===== src/rtl/tmr_pkg.sv =====
package tmr_pkg;

  localparam int BIT_PWM  = 14;
  localparam int BIT_TC   = 13;
  localparam int ACTB_LSB = 11;
  localparam int ACTA_LSB = 9;
  localparam int BIT_RUN  = 0;

  localparam logic [1:0] ADR_CTRL = 2'd0;
  localparam logic [1:0] ADR_CMPA = 2'd1;
  localparam logic [1:0] ADR_CMPB = 2'd2;
  localparam logic [1:0] ADR_CNT  = 2'd3;

  typedef enum logic [1:0] {
    ACT_HOLD = 2'b00,
    ACT_LOW  = 2'b01,
    ACT_HIGH = 2'b10,
    ACT_FLIP = 2'b11
  } act_e;

  typedef struct packed {
    logic       pwm;
    logic       tc;
    logic [1:0] act_b;
    logic [1:0] act_a;
    logic       run;
  } ctrl_t;

  function automatic ctrl_t ctrl_decode(input logic [31:0] w);
    ctrl_t c;
    c.pwm   = w[BIT_PWM];
    c.tc    = w[BIT_TC];
    c.act_b = w[ACTB_LSB +: 2];
    c.act_a = w[ACTA_LSB +: 2];
    c.run   = w[BIT_RUN];
    return c;
  endfunction

  function automatic logic [31:0] ctrl_encode(input ctrl_t c);
    logic [31:0] w;
    w = '0;
    w[BIT_PWM]       = c.pwm;
    w[BIT_TC]        = c.tc;
    w[ACTB_LSB +: 2] = c.act_b;
    w[ACTA_LSB +: 2] = c.act_a;
    w[BIT_RUN]       = c.run;
    return w;
  endfunction

  function automatic logic pin_next(input logic [1:0] act, input logic cur);
    case (act_e'(act))
      ACT_LOW:  return 1'b0;
      ACT_HIGH: return 1'b1;
      ACT_FLIP: return ~cur;
      default:  return cur;
    endcase
  endfunction

  function automatic logic pwm_level(input logic below, input logic [1:0] act_a,
                                     input logic [1:0] act_b);
    logic ok;
    ok = (act_a == act_b) && (act_b == ACT_LOW || act_b == ACT_HIGH);
    if (!ok) return 1'b0;
    return (act_b == ACT_LOW) ? below : ~below;
  endfunction

endpackage


===== src/rtl/tmr_regs.sv =====
module tmr_regs
  import tmr_pkg::*;
#(
  parameter int CW = 16,
  parameter int DW = 32
) (
  input  logic                clk,
  input  logic                rst_n,
  input  logic [1:0]          addr,
  input  logic [DW-1:0]       wdata,
  input  logic                wr_en,
  input  logic [CW-1:0]       cnt,
  output ctrl_t               ctrl,
  output logic [1:0][CW-1:0]  cmp,
  output logic [DW-1:0]       rdata
);

  logic unused_wdata;
  assign unused_wdata = ^wdata;

  always_ff @(posedge clk or negedge rst_n) begin
    if (!rst_n)                          ctrl <= '0;
    else if (wr_en && addr == ADR_CTRL)  ctrl <= ctrl_decode(32'(wdata));
  end

  for (genvar g = 0; g < 2; g++) begin : g_cmp
    localparam logic [1:0] MY_ADR = ADR_CMPA + 2'(g);
    always_ff @(posedge clk or negedge rst_n) begin
      if (!rst_n)                        cmp[g] <= '0;
      else if (wr_en && addr == MY_ADR)  cmp[g] <= wdata[CW-1:0];
    end
  end

  always_comb begin
    case (addr)
      ADR_CTRL: rdata = DW'(ctrl_encode(ctrl));
      ADR_CMPA: rdata = DW'(cmp[0]);
      ADR_CMPB: rdata = DW'(cmp[1]);
      default:  rdata = DW'(cnt);
    endcase
  end

endmodule


===== src/rtl/tmr_counter.sv =====
module tmr_counter #(
  parameter int CW = 16
) (
  input  logic          clk,
  input  logic          rst_n,
  input  logic          step,
  input  logic          clr_mode,
  input  logic [CW-1:0] limit,
  output logic [CW-1:0] cnt
);

  localparam logic [CW-1:0] ONE = CW'(1);

  logic at_limit;
  assign at_limit = clr_mode && (cnt == limit);

  always_ff @(posedge clk or negedge rst_n) begin
    if (!rst_n)     cnt <= '0;
    else if (step)  cnt <= at_limit ? '0 : cnt + ONE;
  end

endmodule


===== src/rtl/tmr_pin.sv =====
module tmr_pin
  import tmr_pkg::*;
(
  input  logic       clk,
  input  logic       rst_n,
  input  logic       hit,
  input  logic       freeze,
  input  logic [1:0] act,
  output logic       pin
);

  always_ff @(posedge clk or negedge rst_n) begin
    if (!rst_n)               pin <= 1'b0;
    else if (hit && !freeze)  pin <= pin_next(act, pin);
  end

endmodule


===== src/rtl/tmr_cmp_pwm.sv =====
module tmr_cmp_pwm
  import tmr_pkg::*;
#(
  parameter int CW = 16,
  parameter int DW = 32
) (
  input  logic          clk,
  input  logic          rst_n,
  input  logic          cnt_en,
  input  logic [1:0]    addr,
  input  logic [DW-1:0] wdata,
  input  logic          wr_en,
  output logic [DW-1:0] rdata,
  output logic          out_a,
  output logic          out_b
);

  ctrl_t              ctrl;
  logic [1:0][CW-1:0] cmp;
  logic [CW-1:0]      cnt;
  logic               step;
  logic [1:0]         hit;
  logic [1:0]         pin;
  logic               below_a;

  tmr_regs #(.CW(CW), .DW(DW)) u_regs (
    .clk(clk), .rst_n(rst_n), .addr(addr), .wdata(wdata), .wr_en(wr_en),
    .cnt(cnt), .ctrl(ctrl), .cmp(cmp), .rdata(rdata)
  );

  assign step = ctrl.run && cnt_en;

  tmr_counter #(.CW(CW)) u_cnt (
    .clk(clk), .rst_n(rst_n), .step(step), .clr_mode(ctrl.tc),
    .limit(cmp[1]), .cnt(cnt)
  );

  for (genvar g = 0; g < 2; g++) begin : g_pin
    assign hit[g] = step && (cnt == cmp[g]);
    tmr_pin u_pin (
      .clk(clk), .rst_n(rst_n), .hit(hit[g]),
      .freeze((g == 1) ? ctrl.pwm : 1'b0),
      .act((g == 1) ? ctrl.act_b : ctrl.act_a),
      .pin(pin[g])
    );
  end

  assign below_a = cnt < cmp[0];
  assign out_a   = pin[0];
  assign out_b   = ctrl.pwm ? pwm_level(below_a, ctrl.act_a, ctrl.act_b) : pin[1];

endmodule


===== config.mk =====
export PLATFORM = sky130hd
export DESIGN_NAME = tmr_cmp_pwm
export DESIGN_NICKNAME = d
export VERILOG_FILES = /design/src/rtl/tmr_pkg.sv /design/src/rtl/tmr_regs.sv /design/src/rtl/tmr_counter.sv /design/src/rtl/tmr_pin.sv /design/src/rtl/tmr_cmp_pwm.sv
export SDC_FILE = /design/constraint.sdc
export NUM_CORES = 1
export LEC_CHECK = 0
export BUFFER_PORTS_ARGS = -buffer_cell sky130_fd_sc_hd__buf_2
export CORE_UTILIZATION = 55
export DETAILED_ROUTE_END_ITERATION = 7
export PLACE_DENSITY = 0.81
export RECOVER_POWER = 100
export SYNTH_ARGS = -nofsm -noshare
export SYNTH_HDL_FRONTEND = slang
export SYNTH_SLANG_ARGS = --single-unit

===== constraint.sdc =====
create_clock -name clk -period 2.4 [get_ports clk]
set_clock_uncertainty 0.2 [all_clocks]
set_input_delay 0 -clock clk [delete_from_list [all_inputs] [get_ports clk]]
set_output_delay 0 -clock clk [all_outputs]
set_load 0.03 [all_outputs]

==> results by group, run 1 <==
Outcome
  – Status: complete, but fails checks
  – Failing checks: setup timing

Logic synthesis
  – Synthesis-stage register bit count: between 50 and 60
  – Synth cell types: 47
  – Mapped Area: 0.003567 mm²
  – Ys flop type: dfrtp_1
  – Ys async rst share: 100.0%
  – Synth warnings: 0
  – EDFF count, synth: 0
  – Seq/Total Area, Yosys: 39.99%
  – Simple-gate area share of the yosys netlist: roughly 13%
  – Syn avg cell area: between 10 and 15 µm²
  – Combinational family with the most area after synthesis: multiplexers
  – Synth Area in Adders: under 10%
  – Synth Area in Compound Gates: 8.208%
  – Synth Area in XOR/XNOR: 7.576%
  – Synth Instances: 324
  – Mux contribution to synthesized area: roughly 16%

Critical path
  – Max FO, Critical Path: 3
  – Kind of critical path: flop to output port
  – CP endpoint kind: output port
  – Delay-heaviest family, CP: compound AO/OA/AOI/OAI gates
  – Critical Path AT: 2410 ps
  – Critical path launch point type: flop
  – Crit path largest cell delay: 370 ps
  – Worst-path cell chain: inv_1 -> ha_1 -> nand4_1 -> nor2_1 -> a221o_1 -> o31a_1 -> o32ai_2 -> buf_4
  – WP buf/inv: 2
  – Slowest CP cell: dfrtp_1
  – WP data required: 2200 ps

Cells and area
  – FILL cells: between 400 and 500
  – Final #Nets: 463
  – Most common cell after layout, fill and taps aside: dfrtp_1
  – Most frequent cells in the layout: 56 x dfrtp_1, 37 x mux2_2, 24 x xnor2_1
  – Final Core Density: 71.18%
  – P&R area growth vs syn: 21.64%
  – ANT cells: 0
  – Proportion of layout cells with a drive suffix above 1: between 30% and 40%

Placement
  – GPL Wtd Cong: 0.8452
  – IO Port Bufs: 39
  – Dpl ws: between 50 and 60 ps
  – Dpl hpwl: 5833 µm

STA
  – Min cycle time layout: between 2000 and 3000 ps
  – Fmax: 0.3834 GHz
  – Measured slew at the worst slew-check pin: 1477 ps
  – Final-report max-slew violation count: 0
  – Ratio of final minimum period to clock period: 108.7%
  – RSZ-0062 raised after global routing: yes
  – Final hold violations: 0
  – Worst slew margin: 1.557%
  – Final setup violation count: 15
  – Final setup margin: -208.5 ps
  – Hold WS: 160.8 ps

Floorplanning
  – Die Wd: 82.54 µm
  – Total core area: ~0.0061 mm²
  – FP Rows: 28
  – Die Span Y: 82.54 µm
  – Ports: 72
  – Starting Density: about three fifths
  – Die area: 0.006812 mm²

Routing
  – Routed length per instance: 18.40 µm
  – Antenna Nets Post-Route: 0
  – Via/cell ratio: 5.905
  – Routed wire length: 8889 µm
  – Vias post-DR: 2852
  – DRT Pass-1 Iters: 4
  – 1st-iter DRT viols: 249
  – # DRC: 0

Global route
  – Vias in the first global route: 2728
  – Initial antenna violation count: 0
  – First-pass GRT wire length: between 10000 and 15000 µm
  – GR Util All Layers: 26.18%
  – Largest net degree at the start of global routing: 31
  – Grt ovf: 0

Min path
  – Hold Crit Class: primary input to flop

Clock tree
  – Clock Path Buffers: 2
  – Skew-Pair Late Insertion Delay: 360 ps
  – CTS tree: built
  – H-tree lvl count: 3
  – Clk root buf: clkbuf_8
  – Clock sink total: 57
  – Clock slew at reported path FFs: approximately 70 ps
  – CTS Buf Count: 9

Power and ir drop
  – Worst ir drop on vdd: roughly 0.0005 V
  – Leakage: 1.912 nW
  – Total power divided by cell area: 765.0 mW/mm²

Flow run
  – Max cap viols: 0
-- final timing paths --
path / cells after the start / slack, ps / end / from
setup / recovery: 8 / -210 / out_b / u_regs.cmp[13]$_DFFE_PN0P_
hold / removal: 3 / 160 / u_regs.cmp[14]$_DFFE_PN0P_ / addr[0]
setup reg to reg: 6 / -130 / u_cnt.cnt[5]$_DFFE_PN0P_ / u_cnt.cnt[14]$_DFFE_PN0P_
hold reg to reg: 1 / 300 / g_pin[0].u_pin.pin$_DFFE_PN0P_ / g_pin[0].u_pin.pin$_DFFE_PN0P_
max in group asynchronous: 3 / 380 / u_cnt.cnt[1]$_DFFE_PN0P_ / rst_n
min in group asynchronous: 2 / 330 / u_regs.cmp[3]$_DFFE_PN0P_ / rst_n
-- synthesized netlist by cell type, types with 2 or more instances --
library cell	instances	area share, %
and4_1	3	0.74
a221o_1	2	0.56
and3_1	4	0.70
buf_2	5	0.70
nor2_1	9	0.95
nand2_1	19	2.0
a21o_1	2	0.42
a21oi_1	8	1.1
and2_1	2	0.35
nand3b_1	2	0.42
nor2b_1	2	0.35
ha_1	21	7.4
xnor2_1	24	5.9
mux4_2	7	4.4
nor3_1	2	0.28
a22o_1	10	2.5
clkbuf_1	2	0.21
nor2_2	10	1.8
nand3_1	7	0.98
nand4_1	10	1.8
nor4_1	2	0.35
inv_1	22	2.3
xor2_1	5	1.2
o21ai_0	13	1.8
buf_4	17	3.6
mux2_2	37	12
dfrtp_1	57	40
-- flip-flops by register name (all words and copies together) (netlist names) --
register         count
u_regs.ctrl          7
u_cnt.cnt           16
g_pin.u_pin.pin      2
u_regs.cmp          32
-- final cells by class --
| type | instances | area [µm²] | area share, % |
|---|---|---|---|
| multi-input combinational | 233 | 2024 | 46.66 |
| sequential | 57 | 1428 | 32.90 |
| timing repair buffer | 81 | 529.3 | 12.20 |
| clock buffer | 13 | 168.9 | 3.893 |
| tap | 75 | 93.84 | 2.163 |
| inverter | 22 | 82.58 | 1.903 |
| clock inverter | 2 | 12.51 | 0.2884 |
-- worst register-to-register path, stage by stage (launching register included) --
cell	delay, ps
dfrtp_1	410
clkbuf_2	170
xnor2_1	260
nand4_2	140
nor4_2	700
and3_4	450
nor2_1	80
-- logic make-up after synthesis --
kind of cell | after synthesis
other | 1
AOI/OAI and AO/OA | 43
adders and majority gates | 21
muxes | 45
and+or+nand+nor | 78
buffers and inverters | 49
xor gates and xnor gates | 30
DFF | 57
-- where the power goes --
part / total (mW) / switching (mW) / internal [mW]
clock network: 0.856 / 0.404 / 0.452
registers: 1.32 / 0.188 / 1.13
logic: 1.15 / 0.609 / 0.538
-- metal layers --
| metal | vias to the layer above | wire length [µm] | global-route usage, % | share of wire (%) |
|---|---|---|---|---|
| li1 | 1287 | - | - | - |
| met2 | 125 | 4446 | 44.71 | 50 |
| met3 | 27 | 550 | 6.484 | 6.2 |
| met5 | - | 0 | 0 | 0 |
| met1 | 1413 | 3616 | 31.89 | 41 |
| met4 | 0 | 276 | 9.828 | 3.1 |
-- through the flow --
stage | instance area [µm²] | total power, mW | setup TNS, ps | std cells
after global placement | 3857 | 2.275 | 0 | 442
after floorplan | 3631 | 2.043 | 0 | 339
after global routing | 4339 | 3.473 | -3110 | 483
final | 4339 | 3.320 | -1723 | 483
after detailed placement | 3857 | 2.310 | 0 | 442
after CTS | 4298 | 3.226 | -137.5 | 476
-- repair_timing --
item	4_1_cts	5_1_grt
setup buffers	0	7
resized for setup	13	7
pin swaps	2	8
setup endpoints to repair	1	1
gates cloned	0	0
hold buffers	19	0
hold endpoints to repair	100	0
Note: power is estimated with default switching activity, not from simulation.
==> run 2, diff against run 1 <==
==> constraint.sdc (replaced) <==
create_clock -name clk -period 2.4 [get_ports clk]
set_clock_uncertainty 0.2 [all_clocks]
set_input_delay 0.36 -clock clk [delete_from_list [all_inputs] [get_ports clk]]
set_output_delay 0.36 -clock clk [all_outputs]
set_load 0.03 [all_outputs]
==> results by group, run 2 (synthesized netlist as in run 1, its figures left out) <==
Min path
  – Hold Path Cell Cnt: 2
  – Hold Crit Start: wdata[4]
  – Hold Crit Class: primary input to flop
  – Hold endpoint: u_regs.cmp[20]$_DFFE_PN0P_

Outcome
  – Failing checks: setup timing
  – Status: complete, but fails checks

Cells and area
  – Biggest regs: u_regs.cmp x32, u_cnt.cnt x16, u_regs.ctrl x7
  – Final Non-Filler Cells: around 480
  – Most frequent cells in the layout: 57 x dfrtp_1, 37 x mux2_2, 33 x buf_2
  – Top reg by flops: u_regs.cmp
  – P&R area growth vs syn: 20.34%
  – Proportion of layout cells with a drive suffix above 1: 39.90%
  – FILL cells: 418
  – ANT cells: 0
  – Final Core Density: a little over two thirds
  – Final #Nets: 456
  – Most common cell after layout, fill and taps aside: dfrtp_1
  – Max reg flops: 32

Power and ir drop
  – Sw power: 1.194 mW
  – Logic pwr share: 35.3%
  – Final Total Pwr: 3.388 mW
  – Leakage: 1.957 nW
  – Sw Ratio: 35.23%
  – Clk pwr share: 27.1%
  – Internal power: 2.195 mW
  – Seq pwr share: 37.7%
  – Worst ir drop on vdd: 0.0004478 V
  – Total power divided by cell area: 789.3 mW/mm²

Clock tree
  – Clock Path Buffers: 2
  – Clock slew at reported path FFs: about 60 ps
  – Clk root buf: clkbuf_8
  – H-tree lvl count: 3
  – Clock sink total: between 50 and 60
  – CTS tree: built
  – CTS Buf Count: 9
  – Skew-Pair Late Insertion Delay: 350 ps

Floorplanning
  – Starting Density: between 50% and 60%
  – Die Wd: 82.54 µm
  – Die Span Y: 82.54 µm
  – FP Rows: 28
  – Die area: 0.006812 mm²
  – Total core area: 0.006096 mm²
  – Ports: 72

Critical path
  – Reg2Reg Depth: 6
  – Max FO, Critical Path: 2
  – Delay-heaviest family, CP: compound AO/OA/AOI/OAI gates
  – R2r startpoint: u_cnt.cnt[14]$_DFFE_PN0P_
  – Slowest CP cell: dfrtp_1
  – Critical path launch point type: flop
  – Kind of critical path: flop to output port
  – WP data required: 1840 ps
  – WP buf/inv: 3
  – R2R setup slack: -40 ps
  – Crit path largest cell delay: 370 ps
  – CP endpoint kind: output port
  – Worst-path cell chain: inv_1 -> ha_1 -> nand4_1 -> buf_4 -> nor2_2 -> a221o_1 -> o31a_1 -> o32ai_4 -> buf_6
  – FF-to-FF End: u_cnt.cnt[4]$_DFFE_PN0P_
  – Critical Path AT: 2360 ps

STA
  – Min cycle time layout: 2917 ps
  – Final setup violation count: 21
  – Final hold violations: 0
  – Hold WS: 63.41 ps
  – Final-report max-slew violation count: 0
  – Final setup margin: -517.4 ps
  – Ratio of final minimum period to clock period: 121.6%
  – RSZ-0062 raised after global routing: yes
  – Worst slew margin: under 10%
  – Measured slew at the worst slew-check pin: 1392 ps
  – Fmax: between 0.3 and 0.4 GHz

Routing
  – Routed wire length: 8823 µm
  – Vias post-DR: 2845
  – Antenna Nets Post-Route: 0
  – DRT Pass-1 Iters: 5
  – Via/cell ratio: 5.977
  – 1st-iter DRT viols: 243
  – Routed length per instance: 18.54 µm
  – # DRC: 0

Flow run
  – Max cap viols: 0

Placement
  – GPL Wtd Cong: between 0.8 and 0.9
  – Dpl hpwl: between 6000 and 7000 µm
  – IO Port Bufs: 39
  – Number of placed instances, taps included: 455

Global route
  – Grt ovf: 0
  – Vias in the first global route: 2798
  – GR Util All Layers: 27.36%
  – First-pass GRT wire length: 13400 µm
  – Initial antenna violation count: 0
  – Largest net degree at the start of global routing: 35
-- run 2: cell types whose count changed in the layout (fill, tap and decap cells not counted), sizes merged --
cell	previous run	this run
buf	41	63
dlygate4sd3	19	1
clkinvlp	1	0
clkinv	1	2
bufinv	0	1
clkbuf	34	22
-- run 2: layout make-up --
cell class / count / area [µm²] / share of cell area [%]
Clock inverter: 3 / 40.04 / 0.9327
Tap cell: 75 / 93.84 / 2.186
Clock buffer: 12 / 155.1 / 3.614
Sequential cell: 57 / 1426 / 33.23
Timing Repair Buffer: 74 / 452.9 / 10.55
Multi-Input combinational cell: 233 / 2042 / 47.57
Inverter: 22 / 82.58 / 1.924
-- run 2: worst reg2reg max path: stages (launching register included) --
cell,delay [ps]
dfrtp_1,410
buf_4,170
xnor2_1,290
nand4_2,160
nor4_2,580
and3_4,430
nor2_1,80
-- run 2: timing repair --
item                                    in CTS  in global routing
endpoints found under the setup margin       1                  1
gates resized for setup                     13                  9
setup buffers                                5                  0
endpoints found under the hold margin       23                  0
pin swaps                                    5                  4
hold buffers                                 1                  0
-- run 2: per-stage QoR --
step / area [µm²] / TNS, ps / setup slack [ps]
after floorplan: 3642 / -52.36 / -52.36
after global placement: 3966 / -217.7 / -217.7
after detailed placement: 3966 / -250.1 / -250.1
after CTS: 4283 / -530.4 / -530.4
after global routing: 4293 / -3961 / -597.1
final: 4293 / -1673 / -517.4
-- run 2: layer usage --
layer	track usage [%]	wire (µm)
met5	0	0
met4	13.45	327
met3	5.934	535
met2	45.79	4307
met1	33.40	3654
-- run 2: worst max-delay path by stage --
| stage | end | slack, ps | start | cells past startpoint |
|---|---|---|---|---|
| finish | out_b | -520 | u_regs.cmp[8]$_DFFE_PN0P_ | 9 |
| global route | out_b | -600 | u_regs.cmp[13]$_DFFE_PN0P_ | 9 |
| CTS | out_b | -530 | u_regs.cmp[13]$_DFFE_PN0P_ | 9 |
| detailed placement | out_b | -250 | u_regs.cmp[10]$_DFFE_PN0P_ | 9 |
| global placement | out_b | -220 | u_regs.cmp[14]$_DFFE_PN0P_ | 9 |
| floorplan | out_b | -50 | u_cnt.cnt[14]$_DFFE_PN0P_ | 6 |
-- run 2: power by group through the flow --
stage,combinational [mW],clock (mW),sequential (mW)
floorplan,0.764,0,1.28
global placement,1.06,0,1.27
detailed placement,1.09,0,1.29
CTS,1.16,0.914,1.27
global route,1.30,0.951,1.30
finish,1.19,0.917,1.28
==> run 3, diff against run 2 <==
ABC_AREA = 1   (was not set)
CORE_UTILIZATION = 56   (was 55)
PLACE_DENSITY = 0.82   (was 0.81)
==> results by group, run 3 <==
Clock tree
  – Clock Path Buffers: 2
  – Clock sink total: 57
  – CTS tree: built
  – Clk root buf: clkbuf_8
  – Skew-Pair Late Insertion Delay: 340 ps
  – Clock slew at reported path FFs: 70 ps
  – H-tree lvl count: 3
  – CTS Buf Count: 9

Cells and area
  – Final Non-Filler Cells: around 630
  – Most common cell after layout, fill and taps aside: nand2_1
  – P&R area growth vs syn: 20.73%
  – Proportion of layout cells with a drive suffix above 1: a little under a quarter
  – ANT cells: 0
  – Most frequent cells in the layout: 117 x nand2_1, 56 x dfrtp_1, 45 x inv_1
  – Final instance area: 0.004459 mm²
  – Biggest regs: u_regs.cmp x32, u_cnt.cnt x16, u_regs.ctrl x7
  – Max reg flops: 32
  – Final #Nets: between 600 and 700
  – Top reg by flops: u_regs.cmp

Routing
  – Routed length per instance: 16.14 µm
  – DRT Pass-1 Iters: 5
  – Via/cell ratio: 5.725
  – Vias post-DR: 3624
  – 1st-iter DRT viols: 366
  – # DRC: 0
  – Routed wire length: 10220 µm
  – Antenna Nets Post-Route: 0

STA
  – RSZ-0062 raised after global routing: yes
  – Final setup violation count: 9
  – Final hold violations: 0
  – Final-report max-slew violation count: 0
  – Measured slew at the worst slew-check pin: around 1300 ps
  – Min cycle time layout: 2585 ps
  – Fmax: just under 0.4 GHz
  – Worst slew margin: 14.26%
  – Ratio of final minimum period to clock period: 107.7%
  – Final setup margin: -184.7 ps

Floorplanning
  – FP Rows: 29
  – Ports: 72
  – Starting Density: 58.17%
  – Total core area: roughly 0.0063 mm²
  – Die Span Y: 83.22 µm
  – Die Wd: 83.22 µm
  – Die area: about 0.0069 mm²

Critical path
  – WP data required: around 1800 ps
  – Max FO, Critical Path: 4
  – Reg2Reg Depth: 8
  – CP endpoint kind: output port
  – Kind of critical path: flop to output port
  – R2r startpoint: u_cnt.cnt[5]$_DFFE_PN0P_
  – Critical path launch point type: flop
  – CP endpoint: out_b
  – CP startpoint: u_cnt.cnt[14]$_DFFE_PN0P_
  – Critical Path AT: approximately 2000 ps
  – R2R setup slack: -20 ps
  – FF-to-FF End: u_cnt.cnt[9]$_DFFE_PN0P_

Logic synthesis
  – Mapped Area: 0.003694 mm²
  – Syn avg cell area: ~7.8 µm²
  – Synth top area share: 38.62%
  – Synth area leader: dfrtp_1
  – Most common cell in the synthesized netlist: nand2_1
  – Synth warnings: 0
  – Seq/Total Area, Yosys: 38.62%
  – Synth cell types: 36
  – Ys flop type: dfrtp_1
  – Synth Instances: 476
  – Synthesis-stage register bit count: 57
  – Top cells by area, synth: dfrtp_1 39%, nand2_1 13%, ha_1 7.1%
  – Most frequent cells after synthesis: 123 x nand2_1, 57 x dfrtp_1, 57 x inv_1
  – EDFF count, synth: 0
  – Ys async rst share: 100.0%

Global route
  – Vias in the first global route: 3255
  – First-pass GRT wire length: 15650 µm
  – Grt ovf: 0
  – Largest net degree at the start of global routing: 36
  – GR Util All Layers: between 20% and 30%
  – Initial antenna violation count: 0

Power and ir drop
  – Total power divided by cell area: 762.3 mW/mm²
  – Leakage: 2.286 nW
  – Worst ir drop on vdd: ~0.00056 V

Min path
  – Hold Crit Start: wdata[1]
  – Hold Crit Class: primary input to flop

Placement
  – Dpl ws: ~210 ps
  – Dpl hpwl: 6817 µm
  – Placed Area: between 0.004 and 0.005 mm²
  – IO Port Bufs: 39
  – Number of placed instances, taps included: 600
  – GPL Wtd Cong: 0.9361

Outcome
  – Status: complete, but fails checks
  – Failing checks: setup timing

Flow run
  – Max cap viols: 0
==> run 3: cell types whose count changed after synthesis, moves of 22 or more <==
cell     previous run  this run
xor2_1              5        27
xnor2_1            24         0
nor2_1              9        38
nand2_1            19       123
mux2_2             37         0
o21ai_0            13        41
inv_1              22        57
==> run 3: per-layer routing <==
layer  share of wire, %  wire [µm]  track usage [%]  vias up
met3                8.3        852            5.268       50
met4                4.5        460            16.46        0
met1                 42       4294            39.83     1707
met2                 45       4611            43.67      210
met5                  0          0                0        -
li1                   -          -                -     1657
==> run 3: critical path: stages, from the launching register on <==
cell,delay (ps)
dfrtp_1,430
ha_1,310
nand2_2,100
o21bai_1,130
nand2_1,90
a21oi_2,160
nand3_1,160
nand3_2,110
nand2_2,60
buf_6,130
==> run 3: what timing repair did <==
item,in CTS,in global routing
pin swaps,8,12
endpoints found under the hold margin,22,0
gates cloned,0,0
hold buffers,1,0
setup buffers,12,6
setup endpoints to repair,1,2
resized for setup,15,23
==> run 3: final cells by class <==
cell class | count | area, µm²
Clock buffer | 12 | 155.1
Clock inverter | 4 | 51.30
Fill cell | 464 | 1891
Inverter | 60 | 230.2
Multi-Input combinational cell | 345 | 2028
Sequential cell | 57 | 1428
Tap cell | 77 | 96.34
Timing Repair Buffer | 78 | 470.5
==> run 3: worst min path at each step <==
stage | to | slack, ps | depth (start not counted)
floorplan | g_pin[0].u_pin.pin$_DFFE_PN0P_ | -140 | 0
global placement | u_cnt.cnt[12]$_DFFE_PN0P_ | 180 | 1
detailed placement | u_cnt.cnt[12]$_DFFE_PN0P_ | 190 | 1
CTS | u_regs.cmp[1]$_DFFE_PN0P_ | 80 | 3
global route | u_regs.cmp[5]$_DFFE_PN0P_ | 100 | 3
finish | u_regs.cmp[17]$_DFFE_PN0P_ | 80 | 3
==> run 3: cells by family after synthesis <==
group / after synthesis / synth area share [%]
AND/OR/NAND/NOR: 207 / 24.86
buffers and inverters: 89 / 11.08
AO/OA/AOI/OAI: 74 / 11.82
flip-flops: 57 / 38.62
XOR/XNOR: 27 / 6.403
adder cells (fa/ha/maj): 21 / 7.114
other: 1 / 0.1015
==> run 3: power breakdown <==
part	switching, mW	internal, mW	total, mW
registers	0.149	1.11	1.26
clock network	0.410	0.536	0.946
logic	0.749	0.448	1.20
total	1.31	2.09	3.40
==> run 3: metrics by stage <==
step           hold slack, ps  setup TNS (ps)  util (%)  total power, mW
3_5_place_dp            185.2               0     63.63            2.300
6_report                75.51          -250.0     70.23            3.399
4_1_cts                 75.88          -55.57     69.52            3.292
5_1_grt                 96.34           -2182     70.23            3.577
2_1_floorplan          -135.6               0         -            1.974
3_3_place_gp            177.1               0     63.63            2.250
